[config.mk]
export PLATFORM = sky130hd
export DESIGN_NAME = narrow_port_serdes
export DESIGN_NICKNAME = d
export VERILOG_FILES = /design/src/rtl/nbs_pkg.sv /design/src/rtl/nbs_addr_seq.sv /design/src/rtl/nbs_data_join.sv /design/src/rtl/narrow_port_serdes.sv
export SDC_FILE = /design/constraint.sdc
export NUM_CORES = 1
export LEC_CHECK = 0
export BUFFER_PORTS_ARGS = -buffer_cell sky130_fd_sc_hd__buf_2
export CORE_ASPECT_RATIO = 0.75
export CORE_MARGIN = 2
export CORE_UTILIZATION = 46
export DETAILED_ROUTE_END_ITERATION = 10
export PLACE_DENSITY = 0.76
export RECOVER_POWER = 100
export SYNTH_ARGS = -nofsm -noshare
export SYNTH_HDL_FRONTEND = slang
export SYNTH_SLANG_ARGS = --single-unit
[constraint.sdc]
create_clock -name clk -period 1.5 [get_ports clk]
set_input_delay 0.075 -clock clk [delete_from_list [all_inputs] [get_ports clk]]
set_output_delay 0.075 -clock clk [all_outputs]
set_load 0.1 [all_outputs]
[src/rtl/nbs_pkg.sv]
package nbs_pkg;
    typedef enum logic [1:0] {
        ST_IDLE = 2'd0,
        ST_ALO  = 2'd1,
        ST_AHI  = 2'd2,
        ST_DATA = 2'd3
    } nbs_state_e;
endpackage

[src/rtl/nbs_addr_seq.sv]
module nbs_addr_seq
    import nbs_pkg::*;
#(
    parameter int ADDR_W = 32,
    parameter int HALF_W = 16,
    parameter int BW     = 6
) (
    input  logic                clk,
    input  logic                rst,
    input  logic                req_valid,
    input  logic [ADDR_W-1:0]   req_addr,
    input  logic                req_burst,
    input  logic                req_dual,
    input  logic [BW-1:0]       req_bar_bits,
    input  logic                phase_done,
    output logic                ready,
    output logic                data_phase,
    output logic [HALF_W+1:0]   word_out,
    output logic                last_n
);
    localparam logic [BW-1:0] HALF_LIM = BW'(HALF_W);

    typedef struct packed {
        nbs_state_e          st;
        logic [ADDR_W-1:0]   addr;
        logic                burst;
        logic                dual;
        logic                wide;
        logic [HALF_W+1:0]   word;
        logic                last_n;
    } seq_t;

    seq_t s_d, s_q;

    always_comb begin
        s_d        = s_q;
        s_d.word   = '0;
        s_d.last_n = 1'b1;
        case (s_q.st)
            ST_IDLE: begin
                if (req_valid) begin
                    s_d.st     = ST_ALO;
                    s_d.addr   = req_addr;
                    s_d.burst  = req_burst;
                    s_d.dual   = req_dual;
                    s_d.wide   = (req_bar_bits > HALF_LIM);
                    s_d.word   = {req_burst, req_dual, req_addr[HALF_W-1:0]};
                    s_d.last_n = (req_bar_bits > HALF_LIM);
                end
            end
            ST_ALO: begin
                if (s_q.wide) begin
                    s_d.st     = ST_AHI;
                    s_d.word   = {s_q.burst, s_q.dual, s_q.addr[ADDR_W-1:HALF_W]};
                    s_d.last_n = 1'b0;
                end else begin
                    s_d.st = ST_DATA;
                end
            end
            ST_AHI: s_d.st = ST_DATA;
            ST_DATA: begin
                if (phase_done) s_d.st = ST_IDLE;
            end
            default: s_d.st = ST_IDLE;
        endcase
    end

    always_ff @(posedge clk) begin
        if (rst) begin
            s_q        <= '0;
            s_q.st     <= ST_IDLE;
            s_q.last_n <= 1'b1;
        end else begin
            s_q <= s_d;
        end
    end

    assign ready      = (s_q.st == ST_IDLE);
    assign data_phase = (s_q.st == ST_DATA);
    assign word_out   = s_q.word;
    assign last_n     = s_q.last_n;
endmodule

[src/rtl/nbs_data_join.sv]
module nbs_data_join #(
    parameter int HALF_W = 16
) (
    input  logic                clk,
    input  logic                rst,
    input  logic                data_phase,
    input  logic [HALF_W-1:0]   rd_piece,
    input  logic                rd_en_n,
    input  logic                rd_data_last_n,
    output logic                phase_done,
    output logic [2*HALF_W-1:0] word,
    output logic                word_valid,
    output logic                err
);
    typedef struct packed {
        logic                hi_next;
        logic [HALF_W-1:0]   lo;
        logic [2*HALF_W-1:0] word;
        logic                valid;
        logic                err;
    } join_t;

    join_t j_d, j_q;
    logic  done_c;

    always_comb begin
        j_d       = j_q;
        j_d.valid = 1'b0;
        j_d.err   = !rd_data_last_n && rd_en_n;
        done_c    = 1'b0;
        if (!data_phase) begin
            j_d.hi_next = 1'b0;
        end else if (!rd_en_n) begin
            if (!j_q.hi_next) begin
                j_d.lo      = rd_piece;
                j_d.hi_next = 1'b1;
                if (!rd_data_last_n) begin
                    j_d.err     = 1'b1;
                    j_d.hi_next = 1'b0;
                    done_c      = 1'b1;
                end
            end else begin
                j_d.word    = {rd_piece, j_q.lo};
                j_d.valid   = 1'b1;
                j_d.hi_next = 1'b0;
                done_c      = !rd_data_last_n;
            end
        end
    end

    always_ff @(posedge clk) begin
        if (rst) j_q <= '0;
        else     j_q <= j_d;
    end

    assign phase_done = done_c;
    assign word       = j_q.word;
    assign word_valid = j_q.valid;
    assign err        = j_q.err;
endmodule

[src/rtl/narrow_port_serdes.sv]
module narrow_port_serdes #(
    parameter int ADDR_W = 32,
    parameter int HALF_W = 16,
    parameter int BW     = $clog2(ADDR_W) + 1
) (
    input  logic                clk,
    input  logic                rst,
    input  logic                req_valid,
    input  logic [ADDR_W-1:0]   req_addr,
    input  logic                req_burst,
    input  logic                req_dual,
    input  logic [BW-1:0]       req_bar_bits,
    output logic                ready,
    output logic [HALF_W+1:0]   nb_word,
    output logic                nb_addr_last_n,
    input  logic [HALF_W-1:0]   rd_piece,
    input  logic                rd_en_n,
    input  logic                rd_data_last_n,
    output logic [2*HALF_W-1:0] rd_word,
    output logic                rd_word_valid,
    output logic                proto_err
);
    logic data_phase;
    logic phase_done;

    nbs_addr_seq #(.ADDR_W(ADDR_W), .HALF_W(HALF_W), .BW(BW)) u_seq (
        .clk          (clk),
        .rst          (rst),
        .req_valid    (req_valid),
        .req_addr     (req_addr),
        .req_burst    (req_burst),
        .req_dual     (req_dual),
        .req_bar_bits (req_bar_bits),
        .phase_done   (phase_done),
        .ready        (ready),
        .data_phase   (data_phase),
        .word_out     (nb_word),
        .last_n       (nb_addr_last_n)
    );

    nbs_data_join #(.HALF_W(HALF_W)) u_join (
        .clk            (clk),
        .rst            (rst),
        .data_phase     (data_phase),
        .rd_piece       (rd_piece),
        .rd_en_n        (rd_en_n),
        .rd_data_last_n (rd_data_last_n),
        .phase_done     (phase_done),
        .word           (rd_word),
        .word_valid     (rd_word_valid),
        .err            (proto_err)
    );
endmodule

Word-level counts from Yosys, hierarchy flattened
Index checks and enable logic that the tools add are counted.
Widths: inputs -> output; s select.

operators by class
  magnitude comparators = 1
  equal/unequal tests = 5
  multiplexer cells = 17
  bitwise logic cells = 3
  reductions and logical operators = 9

operator list
  operator            number
  $mux 56             1
  $pmux 19 s2         1
  $mux 19             1
  $mux 1              12
  $pmux 2 s4          1
  $gt 6x5->1 const B  1
  $reduce_and 3->1    2
  $eq 2x2->1 const B  2
  $ne 2x2->1 const B  2
  $reduce_and 2->1    2
  $not 1->1           3
  $reduce_or 3->1     1
  $eq 2x1->1 const B  1
  $logic_not 2->1     1
  $mux 2              1
  $reduce_or 2->1     1
  $logic_and 1x1->1   1
  $logic_not 1->1     1

word-level totals
  register bits after elaboration = 107
  logic and storage cells = 47

Longest topological paths before layout
Gate-level depths: netlist of run 1.

  depth after elaboration = 6
  mapped depth = 7

By module
From an unflattened synthesis of run 1, not the netlist that was laid out.

unflattened totals
  cells, all modules = 406
  area total of the unflattened synthesis = 4085.2 µm²

by module, submodules not included
  module         instances  cells an instance  area each (µm²)  seq. area each (µm²)
  nbs_data_join  1          220                2304.7           1021.0
  nbs_addr_seq   1          186                1780.5           800.8

Worst setup path before layout of run 1
OpenSTA, ideal clock, no wires.

  kind = reg-to-reg
  start point = register u_seq.s_q[54] (netlist name)
  end point = register u_seq.s_q[20] (netlist name)
  data arrival time = 2028 ps
  path slack = -661 ps
  stages on the path, launching flop included = 7
  period minus slack after synthesis = 2161 ps
  cell sequence = dfxtp_1 -> inv_1 -> ha_1 -> nand2_1 -> clkbuf_1 -> nand2_1 -> a21oi_1

between the ends
  longest elaborated chain between the ends = 2

RTL lines
  item                        RTL line                  source
  start: declaration          nbs_addr_seq.sv:33        seq_t s_d, s_q;
  $logic_not 2->1             --
  named net ready             narrow_port_serdes.sv:13  output logic ready,
  $reduce_and 2->1 (no line)  --

The timed path passes the listed nets, and every way through them passes these cells.
A chain may end at the register's enable or synchronous reset.

Worst setup path in the final report of run 1
  start point = register u_seq.s_q[55] (netlist name)
  end point = register u_seq.s_q[54] (netlist name)

between the ends
  longest elaborated chain between the ends = 4

RTL lines
  item                        RTL line                                source
  $eq 2x2->1                  nbs_addr_seq.sv:39, nbs_addr_seq.sv:79
  $mux 1                      nbs_data_join.sv:31                     if (!data_phase) begin
  $ne 2x2->1 (no line)        --
  $reduce_and 2->1 (no line)  --

Parallel ways exist; a longest one is shown, timed or not.

==> results of run 1 <==
-- path summary, 6_finish.rpt --
kind                                 startpoint       endpoint  slack [ps]  depth (start not counted)
worst max-delay path              u_seq.s_q[55]  u_seq.s_q[54]         110                          6
worst min-delay path            req_bar_bits[2]   u_seq.last_n          80                          4
worst max register to register    u_seq.s_q[55]  u_seq.s_q[54]         110                          6
worst min register to register    u_seq.s_q[20]  u_seq.s_q[20]         460                          2
-- cell usage in the layout, fill, tap and decap left out, types with 3 or more instances in the layout --
master	instances
nand2_1	136
dfxtp_1	89
a21oi_1	72
buf_2	60
clkbuf_2	53
dlygate4sd3_1	52
nor2_1	19
a22oi_1	16
clkbuf_8	10
buf_4	4
buf_12	4
o21ai_0	3
-- stage by stage --
stage | total power [mW] | instances | instance area (um2)
floorplan | 3.76 | 442 | 3650
global placement | 3.95 | 594 | 3970
detailed placement | 4.00 | 594 | 3970
CTS | 5.80 | 662 | 4710
global route | 6.01 | 662 | 4690
finish | 5.74 | 662 | 4690
-- flip-flops by register name (all words and copies together), names as in the netlist --
name	cells
u_join.err	1
u_join.j_q	17
u_join.word	32
u_join.word_valid	1
u_seq.last_n	1
u_seq.s_q	21
u_seq.word_out	18
-- layer usage --
layer	vias to the layer above	track usage [%]	share of wire (%)	wire, um
li1	1606	-	-	-
met1	1429	24.7	43	3740
met2	96	33.8	49	4230
met3	23	5.30	5.0	431
met4	0	10.1	3.2	277
met5	-	0	0	0
-- power by group --
group	internal, mW	switching [mW]	total (mW)
combinational	0.424	0.978	1.40
sequential	2.56	0.0717	2.63
clock	0.833	0.873	1.71
total	3.82	1.92	5.74
-- cells by family (layout without fill, tap and decap cells) --
group,Yosys count,count (layout)
fa+ha+maj,3,3
simple gates,169,169
compound gates,97,97
buf+inv,82,197
flops,91,91
-- critical path: cells and delay by family, from the launching register on --
| family | cells | cell delay (ps) |
|---|---|---|
| simple gates | 1 | 170 |
| compound gates | 2 | 300 |
| buf+inv | 2 | 280 |
| fa+ha+maj | 1 | 180 |
| flops | 1 | 350 |
-- what timing repair did --
action,in CTS,in global routing
endpoints found under the setup margin,23,18
hold buffers,52,0
endpoints found under the hold margin,70,0
pin swaps,0,0
resized for setup,2,2
-- layout make-up --
| type | count | area [um2] |
|---|---|---|
| flip-flops and latches | 91 | 1820 |
| inverters | 4 | 15.0 |
| clock inverters | 6 | 72.6 |
| multi-input cells | 269 | 1280 |
| well taps | 105 | 131 |
| fillers | 724 | 3090 |
| repair buffers | 177 | 1230 |
| clock buffers | 10 | 138 |
==> flow_summary.json, run 1 <==
{
  "first_global_vias": 3008,
  "clkTransAtPathRegs_ps": 90,
  "synth_top_family_by_area": "simple AND/OR/NAND/NOR gates",
  "fin_util_pct": 60.3,
  "clkSinkCount": 91,
  "netlist_area_mm2": 0.00363,
  "cts_tree": "yes",
  "yosysSeqAreaShare_pct": 50.2,
  "slew_headroom_pct": 61.6,
  "worst_ep_arrival_time_ps": 1640,
  "drv_slew": 0,
  "ys_types": 29,
  "ant_nets": 0,
  "tns_ps": 0,
  "vias": 3154,
  "syn-num-nets": 506,
  "die_width_um": 107,
  "synth_common_cells": "nand2_1, dfxtp_1, a21oi_1",
  "nets": 616,
  "drt_iter0_drc": 113,
  "ys_seq_elements": 91,
  "rsz0062_at_grt": "no",
  "cpMaxStageDelayCell": "dfxtp_2",
  "viasPerCell": 4.76,
  "vdd_drop_max_mv": 1.07,
  "synth_cells": 442,
  "ys_async_sr_fraction_pct": 0,
  "start_kind": "flip-flop",
  "coreArea_mm2": 0.00778,
  "cts_buffers": 9,
  "drt_wl_total_mm": 8.69,
  "synth-edff-count": 0,
  "synthXorXnorAreaFrac_pct": 0,
  "cap_violations": 0,
  "die_y_um": 80.9,
  "synthAdderAreaFrac_pct": 1.03,
  "yosysMostFrequentCell": "nand2_1",
  "area_growth_pct": 29.3,
  "dieArea_mm2": 0.00862,
  "grt_overflow_total": 0,
  "fin_skew_ps": 9.38,
  "min_path_type": "primary input to flip-flop",
  "first_pass_iters": 4,
  "cts-root-buf": "clkbuf_8",
  "cp_cell_sequence": "inv_2 -> ha_4 -> and2_1 -> buf_12 -> a21oi_1 -> o41ai_1",
  "setup_violations": 0,
  "grt_max_degree": 74,
  "p_per_area_mw_per_mm2": 1220,
  "outcome": "finished clean",
  "diodes": 0,
  "cts.htree.levels": 3,
  "portBuffers": 114,
  "fin_crit_ps": 1390,
  "synthFlopType": "dfxtp_1",
  "worstPathRequired_ps": 1750,
  "yosys-top-cells-area": "dfxtp_1, nand2_1, buf_4",
  "ios": 115,
  "finalWorstSetupSlack_ps": 108,
  "gp_congestion": 0.731,
  "rows": 28,
  "slowest_delay_ps": 350,
  "syn_area_per_cell_um2": 8.21,
  "synthMuxAreaShare_pct": 0,
  "critPathKind": "flip-flop to flip-flop",
  "post-cts-setup-buffers": 0,
  "report.final.hold_viol_count": 0,
  "wire_per_inst_um": 13.1,
  "synth.largest_area_cell": "dfxtp_1",
  "post-route-period-util_pct": 92.8,
  "tightest_slew_ps": 579,
  "drc_errors": 0,
  "holdWs_ps": 83.9,
  "worstSetupEndpointType": "flip-flop",
  "clk_path_buf_depth": 2,
  "clkLatencyLatePin_ps": 360,
  "synth_top_cell_area_share_pct": 50.2,
  "track_usage_pct": 20.3,
  "timing.fmax_ghz": 0.718,
  "initial_utilization_pct": 46.7,
  "pre_cts_ws_ps": -19.1,
  "grt_pass1_wl_mm": 13.7,
  "yosys.area_share.simple_pct": 18.9,
  "leakage_nw": 1.93,
  "synth_compound_area_share_pct": 15.2,
  "yosysWarnings": 0,
  "dp_hpwl_mm": 5.45,
  "drive_above_1_share_pct": 26.8,
  "crit_fanout": 37,
  "antenna_found_initial": 0
}
No activity file was read; power rests on OpenSTA's default activity.
==> inputs of run 2 (changes only) <==
- REMOVE_ABC_BUFFERS: default -> 1
==> run 2 against run 1 <==
  * Clock power rose by 9%
  * Largest cell class unchanged
  * Sequential cell count did not move
  * Sequential power about the same
  * First-iteration DRC count increased by 81%
  * Die area is the same
  * Global-route usage is 1.4 points lower
  * Combinational power is 8% higher
  * Clock skew decreased by 5.5 ps
  * Non-clock buffer count shrank 1
  * Fmax shrank 3.4%
==> flow_summary.json, run 2 (synthesized netlist as in run 1, its figures left out) <==
{
  "die_y_um": 80.9,
  "clkSinkCount": 91,
  "critPathKind": "flip-flop to flip-flop",
  "vdd_drop_max_mv": 1.02,
  "die_width_um": 107,
  "viasPerCell": 4.92,
  "ant_nets": 0,
  "cts_tree": "yes",
  "tightest_slew_ps": 564,
  "gp_congestion": 0.754,
  "first_pass_iters": 4,
  "worst_ep_arrival_time_ps": 1660,
  "post-route-period-util_pct": 96.1,
  "leakage_nw": 1.95,
  "cpMaxStageDelayCell": "dfxtp_1",
  "drive_above_1_share_pct": 26.6,
  "timing.rr.start": "u_seq.s_q[55]",
  "whs_endpoint": "u_seq.last_n",
  "outcome": "finished clean",
  "grt_pass1_wl_mm": 13.0,
  "crit_buf_inv": 1,
  "min_from": "req_bar_bits[5]",
  "grt_overflow_total": 0,
  "clkLatencyLatePin_ps": 340,
  "r2r_slack_ps": 60,
  "portBuffers": 114,
  "nets": 615,
  "clk_path_buf_depth": 2,
  "drv_slew": 0,
  "setup_violations": 0,
  "dieArea_mm2": 0.00862,
  "finalWorstSetupSlack_ps": 59.1,
  "pre_cts_ws_ps": -19.7,
  "r2r.worst_path.cells": 5,
  "start_kind": "flip-flop",
  "cap_violations": 0,
  "worstPathRequired_ps": 1720,
  "antenna_found_initial": 0,
  "initial_utilization_pct": 46.7,
  "vias": 3253,
  "rsz0062_at_grt": "yes",
  "area_growth_pct": 31.3,
  "critPathTopFamily": "simple AND/OR/NAND/NOR gates",
  "rows": 28,
  "cts_buffers": 9,
  "largest_register_ff_count": 32,
  "drc_errors": 0,
  "cts.htree.levels": 3,
  "slowest_delay_ps": 380,
  "cp_cell_sequence": "ha_2 -> or3b_1 -> buf_4 -> nand2_1 -> a21oi_1",
  "cts-root-buf": "clkbuf_8",
  "min_path_type": "primary input to flip-flop",
  "final_cell_mix": "nand2_1, dfxtp_1, a21oi_1, buf_2, clkbuf_2",
  "fin_crit_ps": 1440,
  "coreArea_mm2": 0.00778,
  "ios": 115,
  "post-cts-setup-buffers": 0,
  "report.final.hold_viol_count": 0,
  "drt_wl_total_mm": 8.66,
  "reg2reg_to": "u_join.j_q[47]",
  "min_path_cells": 3,
  "first_global_vias": 3025,
  "wire_per_inst_um": 13.1,
  "layout_commonest_cell": "nand2_1",
  "worstSetupEndpointType": "flip-flop",
  "crit_fanout": 16,
  "grt_max_degree": 74,
  "diodes": 0,
  "dp_hpwl_mm": 5.00,
  "p_per_area_mw_per_mm2": 1260,
  "clkTransAtPathRegs_ps": 90,
  "slew_headroom_pct": 62.5,
  "timing.fmax_ghz": 0.694,
  "track_usage_pct": 18.9,
  "tns_ps": 0,
  "fin_skew_ps": 3.87,
  "drt_iter0_drc": 205
}
==> run 2: through the flow <==
step / hold slack [ps] / cell area, um2 / power [mW] / utilization, % / instances
after detailed placement: 294 / 3990 / 4.04 / 51.3 / 593
after global placement: 288 / 3990 / 4.01 / 51.3 / 593
after global routing: 6.45 / 4770 / 6.27 / 61.3 / 661
after floorplan: 144 / 3110 / 3.58 / - / 364
final: 11.0 / 4770 / 6.01 / 61.3 / 661
after CTS: 0.677 / 4740 / 6.00 / 60.9 / 660
==> run 2: worst max path at each step <==
stage / cells after the start / to / slack [ps] / from
2_1_floorplan: 5 / u_seq.s_q[54] / -990 / u_seq.s_q[54]
3_3_place_gp: 5 / u_seq.word_out[16] / 60 / u_seq.s_q[55]
3_5_place_dp: 5 / u_seq.word_out[16] / -20 / u_seq.s_q[55]
4_1_cts: 5 / u_join.j_q[47] / 10 / u_seq.s_q[54]
5_1_grt: 5 / u_join.j_q[47] / -20 / u_seq.s_q[55]
6_report: 5 / u_join.j_q[47] / 60 / u_seq.s_q[55]
==> run 2: layout make-up <==
type	count	area (um2)
Clock buffer	11	151
Clock inverter	5	85.1
Fill cell	679	3010
Inverter	4	15.0
Multi-Input combinational cell	269	1280
Sequential cell	91	1820
Tap cell	105	131
Timing Repair Buffer	176	1280
==> run 2: routing by layer <==
| layer | vias up | track usage, % | share of wire, % |
|---|---|---|---|
| met5 | - | 0 | 0 |
| met3 | 27 | 4.01 | 4.1 |
| met1 | 1515 | 21.4 | 41 |
| met4 | 0 | 9.61 | 2.9 |
| met2 | 105 | 34.0 | 52 |
| li1 | 1606 | - | - |
==> run 2: tightest hold or removal path: stages <==
cell and delay [ps]:
buf_2 80, o21ai_0 90, nand2_1 70
==> run 2: what timing repair did <==
action                     in CTS  in global routing
hold endpoints to repair       69                  0
gates cloned                    0                  1
hold buffers                   51                  0
resized for setup               1                  6
setup endpoints to repair       8                 40
==> run 2: power breakdown <==
| group | internal [mW] | switching, mW | total, mW | leakage, nW |
|---|---|---|---|---|
| logic | 0.500 | 1.01 | 1.51 | 1.10 |
| registers | 2.56 | 0.0727 | 2.63 | 0.739 |
| clock network | 1.04 | 0.829 | 1.86 | 0.116 |
==> inputs of run 3 (changes only) <==
- ABC_AREA: default -> 1
==> run 3 against run 2 <==
  * Setup slack better by 61 ps
  * Non-clock buffer count unchanged
  * Cell count up 4.7%
  * Critical path depth down 1
  * Critical endpoint is now ready
  * Via count up 1.3%
  * Register-to-register slack better by 60 ps
  * Clock power down 3%
  * Synthesized cell count up 6.3%
  * Fmax up 4.4%
  * First-iteration DRC count down 7.8%
  * Combinational power up 54%
==> flow_summary.json, run 3 <==
{
  "first_pass_iters": 5,
  "synth_top_cell_area_share_pct": 49.8,
  "rows": 28,
  "diodes": 0,
  "clkSinkCount": 91,
  "drv_slew": 0,
  "area_growth_pct": 28.6,
  "tightest_slew_ps": 560,
  "ys_types": 20,
  "ios": 115,
  "rsz0062_at_grt": "no",
  "start_kind": "flip-flop",
  "post-route-period-util_pct": 92.0,
  "largest_register_ff_count": 32,
  "p_per_area_mw_per_mm2": 1490,
  "vias": 3295,
  "dpl_cell_area_mm2": 0.00400,
  "netlist_area_mm2": 0.00366,
  "slew_headroom_pct": 62.8,
  "r2r.worst_path.cells": 5,
  "post-cts-setup-buffers": 0,
  "ant_nets": 0,
  "synth_cells": 470,
  "cts-root-buf": "clkbuf_8",
  "grt_pass1_wl_mm": 14.0,
  "ys_async_sr_fraction_pct": 0,
  "pre_cts_ws_ps": -36.0,
  "nets": 646,
  "viasPerCell": 4.76,
  "grt_max_degree": 37,
  "cts.htree.levels": 3,
  "holdWs_ps": 19.8,
  "worstSetupEndpointType": "output port",
  "min_path_type": "primary input to flip-flop",
  "die_y_um": 81.2,
  "min_path_cells": 3,
  "vdd_drop_max_mv": 0.752,
  "final_cell_mix": "nand2_1, dfxtp_1, nor2_1, buf_2, a21oi_1",
  "min_from": "req_addr[22]",
  "track_usage_pct": 20.5,
  "layout_commonest_cell": "nand2_1",
  "yosysSeqAreaShare_pct": 49.8,
  "fillers": 708,
  "cp_cell_sequence": "inv_1 -> ha_2 -> buf_4 -> buf_8",
  "yosys-top-cells-area": "dfxtp_1, buf_4, nand2_1",
  "cap_violations": 0,
  "drive_above_1_share_pct": 25.9,
  "drt_wl_total_mm": 9.11,
  "crit_fanout": 5,
  "final_cell_area_mm2": 0.00470,
  "final_cells": 692,
  "dp.cells": 626,
  "timing.rr.start": "u_seq.s_q[55]",
  "portBuffers": 114,
  "timing.fmax_ghz": 0.725,
  "synth_common_cells": "nand2_1, dfxtp_1, nor2_1",
  "r2r_slack_ps": 120,
  "ys_seq_elements": 91,
  "dieArea_mm2": 0.00869,
  "yosysWarnings": 0,
  "gp_congestion": 0.765,
  "critPathKind": "flip-flop to output port",
  "die_width_um": 107,
  "report.final.hold_viol_count": 0,
  "synthFlopType": "dfxtp_1",
  "wire_per_inst_um": 13.2,
  "worstPathRequired_ps": 1420,
  "coreArea_mm2": 0.00781,
  "yosysMostFrequentCell": "nand2_1",
  "dp_hpwl_mm": 5.39,
  "setup_violations": 0,
  "slowest_delay_ps": 380,
  "crit_buf_inv": 3,
  "drc_errors": 0,
  "clk_path_buf_depth": 2,
  "cts_tree": "yes",
  "leakage_nw": 2.07,
  "fin_skew_ps": 7.92,
  "cts_buffers": 9,
  "clkTransAtPathRegs_ps": 90,
  "clkLatencyLatePin_ps": 350,
  "syn_area_per_cell_um2": 7.78,
  "reg2reg_to": "u_seq.word_out[13]",
  "cpMaxStageDelayCell": "dfxtp_2",
  "critPathTopFamily": "flip-flops",
  "whs_endpoint": "u_seq.s_q[44]",
  "initial_utilization_pct": 46.8,
  "drt_iter0_drc": 189,
  "finalWorstSetupSlack_ps": 120,
  "antenna_found_initial": 0,
  "worst_ep_arrival_time_ps": 1300,
  "synth-edff-count": 0,
  "synth.largest_area_cell": "dfxtp_1",
  "first_global_vias": 3070,
  "fin_crit_ps": 1380,
  "grt_overflow_total": 0,
  "outcome": "finished clean"
}
==> run 3: cell count changes after synthesis, moves of 5 or more <==
cell and change:
o21ai_0 +19, nor2_1 +55, nand2_1 -41, a21oi_1 -18, inv_1 +5, nand3_1 +23, a22oi_1 -16, buf_4 +5
o21ai_1 +12, buf_2 -6
==> run 3: worst min-delay path, stage by stage <==
cell and delay [ps]:
buf_2 80, o21ai_0 80, nor2_1 90
==> run 3: layout make-up <==
class	instances	area [um2]	share of cell area (%)
Timing Repair Buffer	176	1190	25.4
Tap cell	105	131	2.79
Multi-Input combinational cell	290	1280	27.3
Sequential cell	91	1820	38.8
Clock inverter	6	90.1	1.91
Clock buffer	10	128	2.71
Inverter	14	55.1	1.17
==> run 3: metal layers <==
metal  GRT usage, %  share of wire, %  up-vias
met5              0                 0        -
met1           24.2                44     1481
met2           36.2                49      130
met3           7.54               6.9        6
met4           3.90              0.34        0
li1               -                 -     1678
==> run 3: how the worst max path moves through the flow <==
stage / start / cells past startpoint / endpoint / slack, ps
2_1_floorplan: u_seq.s_q[54] / 7 / u_seq.s_q[19] / -1130
6_report: u_seq.s_q[54] / 4 / ready / 120
4_1_cts: u_seq.s_q[54] / 4 / ready / 2
5_1_grt: u_seq.s_q[55] / 6 / u_seq.last_n / 30
3_5_place_dp: u_seq.s_q[54] / 5 / u_join.word[22] / -40
3_3_place_gp: u_seq.s_q[54] / 5 / u_join.word[13] / 60
==> run 3: kinds of logic (layout without fill, tap and decap cells) <==
logic type	count (synthesis)	count (layout)	share of synthesized area, %
AO/OA/AOI/OAI	89	89	12.3
adder cells (fa/ha/maj)	3	3	1.03
buffers and inverters	89	206	15.2
flip-flops	91	91	49.8
AND/OR/NAND/NOR	198	198	21.7
==> run 3: repair_timing <==
| action | 4_1_cts | 5_1_grt |
|---|---|---|
| hold buffers | 50 | 0 |
| hold endpoints to repair | 66 | 0 |
| gates cloned | 0 | 0 |
| setup endpoints to repair | 30 | 63 |
| gates resized for setup | 1 | 4 |
==> run 3: metrics by stage <==
step / utilization [%] / TNS (ps) / total power, mW
finish: 60.2 / 0 / 7.00
global route: 60.2 / 0 / 7.35
CTS: 60.4 / 0 / 7.11
detailed placement: 51.2 / -213 / 5.22
global placement: 51.2 / 0 / 5.17
floorplan: - / -41950 / 4.50
==> run 3: power by group <==
group	switching, mW	internal, mW	total (mW)
sequential	0.153	2.73	2.88
combinational	1.68	0.645	2.32
clock	0.854	0.942	1.80
